--- src/rtl/pmap_pkg.sv ---
package pmap_pkg;
  typedef enum logic [1:0] {
    ACC_READ  = 2'b00,
    ACC_WRITE = 2'b01,
    ACC_FETCH = 2'b10,
    ACC_RSVD  = 2'b11
  } acc_kind_e;

  typedef enum logic [1:0] {
    PG_FULL = 2'b00,
    PG_RX   = 2'b01,
    PG_RO   = 2'b10,
    PG_NONE = 2'b11
  } pg_code_e;
endpackage

--- src/rtl/pmap_table.sv ---
module pmap_table
  import pmap_pkg::*;
#(
  parameter int IDX_W = 8,
  parameter int PPN_W = 9
) (
  input  logic             clk,
  input  logic             rst,
  input  logic             wr_en,
  input  logic [IDX_W-1:0] wr_idx,
  input  logic [PPN_W-1:0] wr_ppn,
  input  pg_code_e         wr_code,
  input  logic [IDX_W-1:0] rd_idx,
  output logic [PPN_W-1:0] rd_ppn,
  output pg_code_e         rd_code
);
  localparam int DEPTH = 1 << IDX_W;

  logic [PPN_W-1:0] ppn_q  [DEPTH];
  pg_code_e         code_q [DEPTH];

  // Reset loads an identity map with full access
  always_ff @(posedge clk) begin
    if (rst) begin
      for (int i = 0; i < DEPTH; i++) begin
        ppn_q[i]  <= PPN_W'(i);
        code_q[i] <= PG_FULL;
      end
    end else if (wr_en) begin
      ppn_q[wr_idx]  <= wr_ppn;
      code_q[wr_idx] <= wr_code;
    end
  end

  // Asynchronous read: the current access sees the entry before any same-cycle write
  assign rd_ppn  = ppn_q[rd_idx];
  assign rd_code = code_q[rd_idx];


  tbl_wr_chk: assert property (@(posedge clk) disable iff (rst)
    wr_en |=> (ppn_q[$past(wr_idx)] == $past(wr_ppn)) && (code_q[$past(wr_idx)] == $past(wr_code)));
endmodule

--- src/rtl/pmap_guard.sv ---
module pmap_guard
  import pmap_pkg::*;
(
  input  acc_kind_e kind,
  input  pg_code_e  code,
  input  logic      master,
  output logic      deny
);
  logic allowed;

  always_comb begin
    case (code)
      PG_FULL: allowed = 1'b1;
      PG_RX:   allowed = (kind == ACC_READ) || (kind == ACC_FETCH);
      PG_RO:   allowed = (kind == ACC_READ);
      default: allowed = 1'b0;
    endcase
  end

  assign deny = !master && !allowed;
endmodule

--- src/rtl/page_map_xlate.sv ---
module page_map_xlate
  import pmap_pkg::*;
#(
  parameter int VA_W  = 17,
  parameter int PA_W  = 18,
  parameter int OFS_W = 9
) (
  input  logic                  clk,
  input  logic                  rst,
  input  logic                  acc_valid,
  input  logic [VA_W-1:0]       acc_vaddr,
  input  logic [1:0]            acc_kind,
  input  logic                  master_mode,
  input  logic                  map_we,
  input  logic [VA_W-OFS_W-1:0] map_idx,
  input  logic [PA_W-OFS_W-1:0] map_ppn,
  input  logic [1:0]            map_code,
  output logic [PA_W-1:0]       phys_addr,
  output logic                  viol
);
  localparam int IDX_W = VA_W - OFS_W;
  localparam int PPN_W = PA_W - OFS_W;

  logic [IDX_W-1:0] vpn;
  logic [PPN_W-1:0] ppn;
  pg_code_e         code;
  logic             deny;
  logic             viol_q;

  assign vpn = acc_vaddr[VA_W-1:OFS_W];

  pmap_table #(.IDX_W(IDX_W), .PPN_W(PPN_W)) u_table (
    .clk     (clk),
    .rst     (rst),
    .wr_en   (map_we),
    .wr_idx  (map_idx),
    .wr_ppn  (map_ppn),
    .wr_code (pg_code_e'(map_code)),
    .rd_idx  (vpn),
    .rd_ppn  (ppn),
    .rd_code (code)
  );

  pmap_guard u_guard (
    .kind   (acc_kind_e'(acc_kind)),
    .code   (code),
    .master (master_mode),
    .deny   (deny)
  );

  assign phys_addr = {ppn, acc_vaddr[OFS_W-1:0]};

  always_ff @(posedge clk) begin
    if (rst) viol_q <= 1'b0;
    else     viol_q <= acc_valid && deny;
  end

  assign viol = viol_q;


  none_trap_chk: assert property (@(posedge clk) disable iff (rst)
    (acc_valid && !master_mode && code == PG_NONE) |=> viol);


  ro_write_chk: assert property (@(posedge clk) disable iff (rst)
    (acc_valid && !master_mode && code != PG_FULL && acc_kind[0]) |=> viol);


  ro_fetch_chk: assert property (@(posedge clk) disable iff (rst)
    (acc_valid && !master_mode && code == PG_RO && acc_kind == 2'b10) |=> viol);


  full_ok_chk: assert property (@(posedge clk) disable iff (rst)
    (acc_valid && code == PG_FULL) |=> !viol);


  master_quiet_chk: assert property (@(posedge clk) disable iff (rst)
    (acc_valid && master_mode) |=> !viol);


  viol_src_chk: assert property (@(posedge clk) disable iff (rst)
    viol |-> ($past(acc_valid) && !$past(master_mode)));
endmodule

--- config.mk ---
export PLATFORM = sky130hd
export DESIGN_NAME = page_map_xlate
export DESIGN_NICKNAME = d
export VERILOG_FILES = /design/src/rtl/pmap_pkg.sv /design/src/rtl/pmap_table.sv /design/src/rtl/pmap_guard.sv /design/src/rtl/page_map_xlate.sv
export SDC_FILE = /design/constraint.sdc
export NUM_CORES = 2
export LEC_CHECK = 0
export BUFFER_PORTS_ARGS = -buffer_cell sky130_fd_sc_hd__buf_2
export CORE_UTILIZATION = 59
export CTS_BUF_LIST = sky130_fd_sc_hd__clkbuf_8
export DETAILED_ROUTE_END_ITERATION = 10
export PLACE_DENSITY = 0.84
export SLEW_MARGIN = 20
export SYNTH_ARGS = -nofsm -noshare
export SYNTH_HDL_FRONTEND = slang
export SYNTH_SLANG_ARGS = --single-unit
--- constraint.sdc ---
create_clock -name clk -period 3.2 [get_ports clk]
set_clock_uncertainty 0.2 [all_clocks]
set_input_delay 0.16 -clock clk [delete_from_list [all_inputs] [get_ports clk]]
set_output_delay 0.16 -clock clk [all_outputs]
set_load 0.01 [all_outputs]
# Word level (Yosys, flattened, before mapping)
# Memory sizes are Yosys's and may differ from the RTL's.
# Index checks and enable logic that the tools add are counted.
# totals
reg_bits	1
mem_bits_rw	2816
input_bits	43
output_inout_bits	19
elab_cells	27
memories	2
# classes
n_eq_ne	3
muxes	12
n_reduce_logical	9
# mem_list
name	words	width	rd	rd_ports_with_merged_regs	write_ports	line_no	source
u_table.ppn_q	256	9	1	0	256	pmap_table.sv:19	logic [PPN_W-1:0] ppn_q [DEPTH];
u_table.code_q	256	2	1	0	256	pmap_table.sv:20	pg_code_e code_q [DEPTH];
# ops
operator	count
$mux 8	2
$mux 9	1
$reduce_or 9->1	1
$mux 1	7
$eq 2x2->1 const B	2
$logic_not 2->1	2
$pmux 1 s3	1
$eq 2x1->1 const B	1
$logic_and 1x1->1	2
$logic_not 1->1	2
$mux 2	1
$reduce_or 2->1	1
$logic_or 1x1->1	1

# Longest topological paths before layout
# logic_depth
depth_word	6
mapped_depth	13
depth_no_buf	8

# Hierarchy
# Synthesis repeated with hierarchy kept, for this count alone.
# hier_totals
cells_unflattened	8827
area_unflattened_um2	130620.3
# modules_own_cells
module	instances	cells_per_inst	area_per_inst_um2	seq_area_each_um2
pmap_table	1	8812	130498.9	84561.1
page_map_xlate	1	11	96.3	20.0
pmap_guard	1	4	25.0	0.0

# Worst setup path before layout
# No wires, ideal clock.
# synth_path
kind	input to output
start	input acc_vaddr[10]
end	output phys_addr[10]
arrival_time_ps	2801
t_required_ps	2840
setup_slack_ps	39
cell_stages	9
path_buffers	4
path_cell_list	buf_2 > buf_2 > clkbuf_1 > clkbuf_1 > mux4_2 > mux4_2 > mux4_2 > a22oi_1 > nand2_1
# synth_via
elab_chain_len	1
# synth_lines
element	line_no	source
start, declared	page_map_xlate.sv:11	input logic [VA_W-1:0] acc_vaddr,
$mem_v2 256x9	n/a	
end, declared	page_map_xlate.sv:18	output logic [PA_W-1:0] phys_addr,
# No other way between the ends.

# Final worst setup path
# layout_path
start	memory u_table.ppn_q[167][3]
end	output phys_addr[12]
# layout_via
elab_chain_len	1
# layout_lines
element	line_no
start, declared	pmap_table.sv:19
$mem_v2 256x9	n/a
# No other way between the ends.

==> results.md <==
* Worst Max-Slew Pin Slew at around 1200 ps
* Clock Latency Late Sink at 1150 ps
* CTS buffer count at 446
* Final antenna-violating net count at 0
* Main synth FF type: edfxtp_1
* Overflow left after global routing at 0
* Post-synth cell types at 46
* Share of the synthesized area in the top cell type at about two thirds
* Core ar. at 0.218 mm²
* Worst Path Required at 2840 ps
* Crit path from: u_table.ppn_q[167][3]$_SDFFCE_PN0P_
* Area Growth Syn to Fin at 12.0%
* Fin worst setup slack at -1110 ps
* Initial antenna violation count at 31
* Vias in the first global route at 78771
* Initial Util at 59.6%
* Gate Count Post-Synth at ~8100
* Flops & latches, synth at 2817
* Final core utilization at 66.7%
* Pwr Density at 543 mW/mm²
* Slew margin rel. at 21.9%
* Detailed placement HPWL at 234000 µm
* CTS Buffer Depth at 4
* Slowest-stage cell, CP: mux4_2
* WL final at 364000 µm
* Largest net degree at the start of global routing at 172
* Maximum vdd drop at between 0.3 and 0.4 mV
* Routability congestion estimate from global placement at about 0.94
* R2r startpoint: u_table.code_q[216][1]$_SDFFCE_PN0P_
* Hold Slack at between 70 and 80 ps
* First-pass GRT wire length at 532000 µm
* Root Driver: clkbuf_8
* Maxcap violations at 0
* Die H at 471 µm
* CTS tree: done
* Failing checks: negative setup slack
* Leak at 49.0 nW
* Critical R2R Capture: viol$_SDFF_PP0_
* Rows at 171
* Setup CP Type: register to output port
* Wire length per cell at 31.2 µm
* Buf/Inv on CP at 2
* Min cycle time layout at 4310 ps
* Syn. warnings at 0
* Synth Area per Inst at ~16 µm²
* CP max stage delay at 630 ps
* Critical path arrival at 3950 ps
* Worst hold path type: input port to register
* Synthesized cell area at between 0.1 and 0.15 mm²
* Min-delay src: acc_vaddr[13]
* PortBufs at 43
* Pins Over Slew Limit at 0
* Chip width at 471 µm
* Final Setup Violations at 9
* Setup Total Neg Slack at -9370 ps
* Router iterations before antenna repair at 6
* Final worst-path cycle share at 135%
* Critical Path End Type: output port
* Crit-path cells: mux4_2 -> mux4_2 -> mux4_2 -> a22oi_2 -> buf_4 -> nand2_4 -> buf_6
* Synthesized Nets at 8185
* Commonest cells after routing, fill and taps aside: 2816 x edfxtp_1, 1795 x and2_1, 1000 x or3_1
* Post-Layout Cell Count at 11661
* Share of flip-flops with an asynchronous set or reset at 0%
* R2R setup slack at 110 ps
* Cell mode on critical path: mux4_2
* Detailed Route Iter0 Violations at approximately 13000
* CTS clk-pin slew, worst paths at 60 ps
* Area contributors post-synth: edfxtp_1 65%, mux4_2 15%, and2_1 8.7%
* Fillers at 13379
* Nets at 8501
* Sequential area share after synthesis at between 60% and 70%
* Die Area at 0.222 mm²
* Worst reg-to-reg path cell count at 10
* Placed instance count at 10823
* GRT Overall Usage at 32.9%
* Vias per cell at 6.78
* Post-synth EDFFs at 2816
* Post-synth top area cell: edfxtp_1
* CTS Sinks at 2817
* Crit-path leading delay family: multiplexers
* Via Count at approximately 79000
* DRC errors left at 0
* Commonest non-fill, non-tap cell in the layout: edfxtp_1
* Layout cells sized above 1 at roughly 27%
* Fin. Hold Viols at 0
* CP max FO at 1
* Power consumption at 78.9 mW
* Critical path launch point type: register
* Status: finished with violations
* Worst Hold Path EP: viol$_SDFF_PP0_
* Max H-tree Level at 5
* Hold Path Depth at 7
* Fmax achieved at around 230 MHz
* I/O Pins at 62
* RSZ-0062 raised after global routing: yes
==> worst register-to-register path: stages (launching register included) <==
cell and delay (ps):
edfxtp_1 380, mux4_2 540, a22oi_2 330, a21oi_1 140, nor2_1 110, o311ai_0 110, dlygate4sd3_1 590, buf_4 160
nand3_2 120, o21ai_0 120, and4_1 210
==> layout make-up <==
| class | count | area [µm²] | area share, % |
|---|---|---|---|
| Multi-Input combinational cell | 4492 | 42100 | 29.0 |
| Tap cell | 2854 | 3570 | 2.46 |
| Clock inverter | 332 | 1790 | 1.23 |
| Antenna cell | 12 | 30.0 | 0.0207 |
| Sequential cell | 2817 | 84600 | 58.2 |
| Inverter | 2 | 15.0 | 0.0103 |
| Clock buffer | 453 | 6230 | 4.29 |
| Timing Repair Buffer | 699 | 6980 | 4.80 |
==> worst max path at each step <==
stage / slack, ps / to / cells past startpoint
after floorplan: 40 / phys_addr[10] / 9
after global placement: -730 / phys_addr[12] / 11
after detailed placement: -700 / phys_addr[16] / 10
after CTS: -1110 / phys_addr[12] / 7
after global routing: -1080 / phys_addr[12] / 7
final: -1110 / phys_addr[12] / 7
==> sequential cells by signal, indices dropped and copies added, names as in the netlist <==
signal          cells
viol                1
u_table.ppn_q    2304
u_table.code_q    512
==> cell families (layout without fill, tap and decap cells) <==
family / Yosys count / after routing / share of synthesized area [%]
AO/OA/AOI/OAI: 95 / 95 / 0.521
buffers and inverters: 833 / 1486 / 2.61
flip-flops: 2817 / 2817 / 65.2
multiplexers: 911 / 911 / 15.5
other: 0 / 12 / 0
AND/OR/NAND/NOR: 3486 / 3486 / 16.2
==> power breakdown <==
part	switching (mW)	internal (mW)	leakage [nW]	total, mW
Sequential	0.635	42.4	27.3	43.0
Combinational	4.31	2.89	17.1	7.19
Clock	14.2	14.4	4.59	28.7
Total	19.2	59.7	49.0	78.9
==> metrics by stage <==
step                      area [µm²]  setup slack, ps
after floorplan               130000             39.4
after detailed placement      137000             -698
final                         145000            -1110
after CTS                     145000            -1110
after global routing          145000            -1080
after global placement        137000             -731
==> metal layers <==
layer | vias up | GRT usage, % | part of all wire [%]
li1 | 31565 | - | -
met1 | 39622 | 42.6 | 33
met2 | 6736 | 50.1 | 46
met3 | 1163 | 8.78 | 14
met4 | 14 | 20.0 | 6.9
met5 | - | 0 | 0.026
==> synthesized netlist by cell type, types with 14 or more instances <==
master	n
a21oi_1	14
a22oi_1	39
and2_1	1795
buf_1	31
buf_2	72
buf_4	16
buf_6	14
clkbuf_1	698
edfxtp_1	2816
mux2i_1	30
mux4_2	878
nand2_1	41
nand2b_1	38
nand3_1	33
nor2_1	269
nor2b_1	20
or2_2	258
or3_1	1000
==> repair_timing <==
action / in CTS / in global routing
endpoints found under the setup margin: 9 / 135
resized for setup: 36 / 31
pin swaps: 11 / 1
hold endpoints to repair: 2686 / 0
hold buffers: 41 / 0
buffers inserted: 0 / 0
No activity file was read; power rests on OpenSTA's default activity.
